## src/rtl/sleep_entry_ctrl.sv

```systemverilog
module sleep_entry_ctrl #(
  parameter int          NUM_IRQ      = 8,
  parameter logic [63:0] PROTECT_MASK = 64'h0000_0003_0000_0100
) (
  input  logic               clk,
  input  logic               rst_n,
  input  logic               sleep_strobe,
  input  logic               deep_sel,
  input  logic               stop_wr,
  input  logic               stop_sel,
  input  logic [31:0]        stop_data,
  input  logic [NUM_IRQ-1:0] irq,
  input  logic [NUM_IRQ-1:0] irq_en,
  input  logic               warn_clr,
  output logic               cpu_halt,
  output logic               bus_inhibit,
  output logic               dma_stop,
  output logic [63:0]        mod_clk_en,
  output logic [1:0]         status,
  output logic               prot_warn
);
  localparam int SW = 32;
  localparam int MW = 2 * SW;

  typedef enum logic [1:0] {M_RUN = 2'b00, M_LIGHT = 2'b01, M_DEEP = 2'b10} mode_t;

  mode_t         mode_q, mode_d;
  logic [MW-1:0] stop_q, stop_d;
  logic          wake, deep_entry, unprotected;

  assign wake        = |(irq & irq_en);
  assign deep_entry  = (mode_q == M_RUN) && sleep_strobe && deep_sel;
  assign unprotected = (stop_q & PROTECT_MASK) != PROTECT_MASK;
  assign status      = mode_q;

  always_comb begin
    mode_d = mode_q;
    if (mode_q == M_RUN) begin
      if (sleep_strobe) mode_d = deep_sel ? M_DEEP : M_LIGHT;
    end else if (wake) begin
      mode_d = M_RUN;
    end
  end

  always_comb begin
    stop_d = stop_q;
    if (stop_wr) begin
      if (stop_sel) stop_d[MW-1:SW] = stop_data;
      else          stop_d[SW-1:0]  = stop_data;
    end
  end

  always_ff @(posedge clk or negedge rst_n) begin
    if (!rst_n) begin
      mode_q      <= M_RUN;
      stop_q      <= '0;
      cpu_halt    <= 1'b0;
      bus_inhibit <= 1'b0;
      dma_stop    <= 1'b0;
      mod_clk_en  <= '1;
      prot_warn   <= 1'b0;
    end else begin
      mode_q      <= mode_d;
      stop_q      <= stop_d;
      cpu_halt    <= mode_d != M_RUN;
      bus_inhibit <= mode_d == M_DEEP;
      dma_stop    <= mode_d == M_DEEP;
      mod_clk_en  <= ~stop_d;
      if (deep_entry && unprotected) prot_warn <= 1'b1;
      else if (warn_clr)             prot_warn <= 1'b0;
    end
  end


  status_code_chk: assert property (@(posedge clk) disable iff (!rst_n)
    status != 2'b11);


  deep_entry_chk: assert property (@(posedge clk) disable iff (!rst_n)
    (status == 2'b00 && sleep_strobe && deep_sel) |=> (status == 2'b10 && cpu_halt && bus_inhibit && dma_stop));


  light_entry_chk: assert property (@(posedge clk) disable iff (!rst_n)
    (status == 2'b00 && sleep_strobe && !deep_sel) |=> (status == 2'b01 && cpu_halt && !bus_inhibit && !dma_stop));


  wake_chk: assert property (@(posedge clk) disable iff (!rst_n)
    (status != 2'b00 && wake) |=> (status == 2'b00 && !cpu_halt && !bus_inhibit && !dma_stop));


  asleep_hold_chk: assert property (@(posedge clk) disable iff (!rst_n)
    (status != 2'b00 && !wake) |=> ($stable(status) && $stable(cpu_halt) && $stable(bus_inhibit)));


  clk_en_hold_chk: assert property (@(posedge clk) disable iff (!rst_n)
    !stop_wr |=> $stable(mod_clk_en));


  light_no_warn_chk: assert property (@(posedge clk) disable iff (!rst_n)
    (!prot_warn && (status != 2'b00 || !deep_sel || !sleep_strobe)) |=> !prot_warn);
endmodule

```

## config.mk

```make
export PLATFORM = sky130hd
export DESIGN_NAME = sleep_entry_ctrl
export DESIGN_NICKNAME = d
export VERILOG_FILES = /design/src/rtl/sleep_entry_ctrl.sv
export SDC_FILE = /design/constraint.sdc
export NUM_CORES = 1
export LEC_CHECK = 0
export ABC_AREA = 1
export BUFFER_PORTS_ARGS = -buffer_cell sky130_fd_sc_hd__buf_2
export CORE_MARGIN = 2
export CORE_UTILIZATION = 47
export DETAILED_ROUTE_END_ITERATION = 6
export HOLD_SLACK_MARGIN = 0.15
export PLACE_DENSITY = 0.73
export SLEW_MARGIN = 10
export SYNTH_ARGS = -nofsm -noshare
export SYNTH_HDL_FRONTEND = slang
export SYNTH_SLANG_ARGS = --single-unit
export TNS_END_PERCENT = 50
```

## constraint.sdc

```tcl
create_clock -name clk -period 0.8 [get_ports clk]
set_input_delay 0.12 -clock clk [delete_from_list [all_inputs] [get_ports clk]]
set_output_delay 0.12 -clock clk [all_outputs]
set_load 0.02 [all_outputs]
```

* Yosys cells after proc, flatten, opt, wreduce, memory -nomap -nowiden *
Index checks and enable logic that the tools add are counted.

storage, ports and cells
  register bits = 133
  bits in latches = 0
  bits in writable memories = 0
  memory bits (read-only) = 0
  bits of input ports = 55
  output and inout bits = 70
  word-level logic and storage cells = 26
  memories = 0

operators by class
  $add $sub $neg = 0
  multiply operators = 0
  div/mod/pow operators = 0
  magnitude comparators = 0
  equal/unequal tests = 2
  shift operators = 0
  muxes and demuxes = 9
  bitwise operators = 2
  reduce and logical (&&, ||, !) cells = 7

operators with widths
  cell                                          number
  2-to-1 mux 32 bit                             2
  2-to-1 mux 64 bit                             1
  inverter 64 bit                               1
  AND 8 bit                                     1
  2-to-1 mux 2 bit                              4
  OR reduction 8 bit                            1
  nonzero test 2 bit                            2
  logical AND 1 bit                             3
  inequality test 3 bit, second input constant  1
  equality test 2 bit, second input constant    1
  zero test 2 bit                               1
  2-to-1 mux 1 bit                              2

* Logic depth before layout (Yosys ltp) *
  word-level depth = 5
  gate-level depth with buffers = 7
  gate-level depth less buffers = 7

* Least setup slack after synthesis *
OpenSTA, ideal clock, no wires.

  path kind = reg2reg
  from = register mode_q[0], in the netlist status[0]
  to = register dma_stop
  library setup time = 0.071 ns
  data arrival time = 0.878 ns
  required time = 0.729 ns
  path slack = -0.149 ns
  cell stages (with the launch flop) = 6
  path buffers = 0
  period minus slack after synthesis = 0.949 ns
  cells stage by stage = dfrtp_1 > nor2_1 > nand3_1 > nand2_1 > inv_1 > nor2_1

between the ends
  word-level cells in the longest chain between the ends = 3
  elaborated cells on any way between the ends = 5
  those cells by class = eq/ne (1); mux (3); reduce/logical (1)

ends and longest elaborated chain
  what                    line  text
  start, declared         27    mode_t mode_q, mode_d;
  start signal, assigned  63    mode_q <= mode_d;
  zero test 2 bit         38    if (mode_q == M_RUN) begin
  2-to-1 mux 2 bit        38
  named net mode_d[1]     27
  equality test 2 bit     67    dma_stop <= mode_d == M_DEEP;
  end signal, assigned    59    dma_stop <= 1'b0;
  end signal, assigned    67
  end, declared           17    output logic dma_stop,

The timed path passes the listed nets, and every way through them passes these cells.
A chain may end at the register's enable or synchronous reset.

* Final worst setup path *
  from = register mod_clk_en[35]
  to = output mod_clk_en[35]

RTL lines
  what                    line  text
  start, declared         18    output logic [63:0] mod_clk_en,
  start signal, assigned  68    mod_clk_en <= ~stop_d;

No word-level cell between the ends.

==> impl_metrics.toml <==
[layout]
finish.utilization = 0.7009
synthToLayoutAreaGrowth_pct = 45.23
layout-drive-gt1-share = 0.5447
antenna_cells = 0
final_nets = 668

[critical_path]
reg2reg_slack_ns = -0.10
r2r-end = "cpu_halt"
cp.buffers_inverters = 1
critPathRequiredTime_ns = 0.68
r2r_cells = 5
crit_chain = "buf_6"
crit_family = "flip-flops"
crit_path_max_incr_delay_ns = 0.54
worstSetupEndpoint = "mod_clk_en[35]"
worstReg2RegStart = "status[0]"
cp-end-kind = "primary output"
crit_type = "reg -> out"
arrival_ns = 1.16
setup.worst_path.start = "mod_clk_en[35]"
crit_slowest_cell = "dfstp_2"
crit_cells = 1
start_kind = "flip-flop"
cp_max_fo = 1

[synth]
synth.top_cell.area_share = 0.3466
synth_area_um2 = 4982
synthTopCellsByArea = "dfrtp_1 35%, dfstp_2 34%, o21ai_2 11%"
synth-main-ff-cell = "dfrtp_1"
yosys_warnings = 0
synth_common_cells = "100 x inv_1, 77 x nand2_1, 69 x dfrtp_1"
seq_area_frac_synth = 0.6841
synth_most_common_cell = "inv_1"
syn_avg_cell_area_um2 = 11.51
synth.distinct_cells = 15
synthCells = 433
synth_edf_count = 0
netlist.top_cell.by_area = "dfrtp_1"
synth-seq-cells = 133
syn_nets = 488
synth-async-reset-ratio = 1.000

[grt]
grt-ovfl-total = 0
grt_max_degree = 39
track_usage = 0.1998
first_global_vias = 3522
grt_pass1_wl_um = 17090
antenna_found_initial = 0

[clock_network]
root_buffer = "clkbuf_8"
post_cts_buffers = 0
worstSkewPairLatency_ns = 0.51
clk_pin_slew_worst_paths_ns = 0.06
h-tree-depth = 4
cts_buffer_depth = 2
postCtsHoldBufs = 36
cts_sinks = 133
cts_tree = "done"
cts_made_buffers = 17

[floorplan]
die-height_um = 107.0
die-area_um2 = 11440
boundaryPins = 125
start_util = 0.4826
die_w_um = 107.0
rows = 37
coreArea_um2 = 10320

[timing]
tightest_slew_ns = 0.2849
slew_viol_final = 0
hold_violations = 0
min_period_ns = 1.285
timing.final.crit_share = 1.606
rsz0062_at_grt = "true"
setup_viol = 74
fmax_mhz = 778.3
max_slew_margin = 0.8100
finClkSkew_ns = 0.005210
final.setup.worst_slack_ns = -0.4848
finalSetupTns_ns = -32.39

[run]
drv_cap = 0

[placed_design]
port_buffers = 124
dp_slack_ns = -0.1498
dp_hpwl_um = 6130
gp_congestion = 0.8126

[pwr]
vdd.ir_drop.worst_v = 0.001266
p_per_area_nw_per_um2 = 2717
p_leak_nw = 3.690

[run_status]
status = "finished, violations left"
violations = "negative setup slack"

[drt]
wl_per_cell_um = 13.49
drt_drc_violations_left = 0
firstDrtPassIters = 4
ant_nets = 0
drt_iter0_drc = 69
vias_per_cell = 4.222
num_vias = 3217
wl_um = 10280

[min_path]
hp-class = "in -> reg"
## metrics by stage
| stage | hold WS, ns | area [um^2] | power (W) | instances |
|---|---|---|---|---|
| final | 0.003217 | 7236 | 0.01966 | 762 |
| after global routing | 0.01429 | 7236 | 0.02058 | 762 |
| after CTS | -0.02766 | 7224 | 0.01979 | 762 |
| after detailed placement | 0.02019 | 5818 | 0.01087 | 694 |
| after global placement | 0.01875 | 5818 | 0.01076 | 694 |
| after floorplan | -0.1756 | 4987 | 0.009870 | 433 |
## worst min-delay path: stages
cell	delay [ns]
buf_2	0.07
nand2_1	0.04
nand2_1	0.05
nor2_1	0.05
nand3_1	0.08
nand2_2	0.06
## what timing repair did
item,in CTS,in global routing
gates resized for setup,131,5
pin swaps,3,0
endpoints found under the setup margin,75,76
hold endpoints to repair,266,73
## layout make-up
class / instances / area [um^2]
well taps: 136 / 170.2
fillers: 730 / 3088
multi-input cells: 155 / 962.2
clock buffers: 21 / 459.2
inverters: 132 / 495.5
clock inverters: 11 / 173.9
repair buffers: 174 / 1564
flip-flops and latches: 133 / 3411
## how the worst min path moves through the flow
stage / depth (start not counted) / startpoint / endpoint
floorplan: 0 / rst_n / cpu_halt
global route: 6 / irq_en[5] / status[1]
global placement: 1 / rst_n / cpu_halt
CTS: 6 / irq_en[4] / status[1]
detailed placement: 1 / rst_n / dma_stop
finish: 6 / irq_en[5] / status[1]
## layer usage
layer / track usage / vias up / routed length, um
li1: - / 1614 / -
met1: 0.2305 / 1512 / 4162
met2: 0.3458 / 81 / 5537
met3: 0.06626 / 10 / 476
met4: 0.07514 / 0 / 106
met5: 0 / - / 0
## placed cells by master, fill, tap and decap left out
cell           netlist  routed
nor2_1               4       2
buf_4                1       9
buf_6               12      64
bufinv_16            0       4
nor3_1               1       1
dfrtp_2              0       2
buf_2                0      59
nor2_2               0       1
o21ai_2             62      63
inv_1              100      99
nand2_1             77      74
clkbuf_8             0       4
o21ai_1              2       1
nand3b_1             1       1
dlygate4sd3_1        0      36
dfrtp_1             69      67
nand3_2              0       1
inv_2               32      33
clkinv_4             0       1
nor2_4               0       1
nand2_2              0       3
clkbuf_16            0      16
clkinvlp_4           0       6
buf_12               0       6
nand2_4              4       4
clkbuf_1             0       1
nand3_1              3       2
dfstp_2             64      64
o22ai_1              1       1
## cells by family after synthesis
logic type	count (synthesis)	synth area share
buffers and inverters	145	0.1281
DFF	133	0.6841
and+or+nand+nor	90	0.07559
AOI/OAI and AO/OA	65	0.1123
## sequential cells by signal, summed over array words and instances (netlist names)
register and cells:
stop_q 64, dma_stop 1, cpu_halt 1, mod_clk_en 64, prot_warn 1, status 2
## power breakdown
part	switching, W	total [W]	internal, W
registers	0.000353	0.00822	0.00786
logic	0.00182	0.00333	0.00151
clock network	0.00279	0.00810	0.00531
Note: power is estimated with default switching activity, not from simulation.
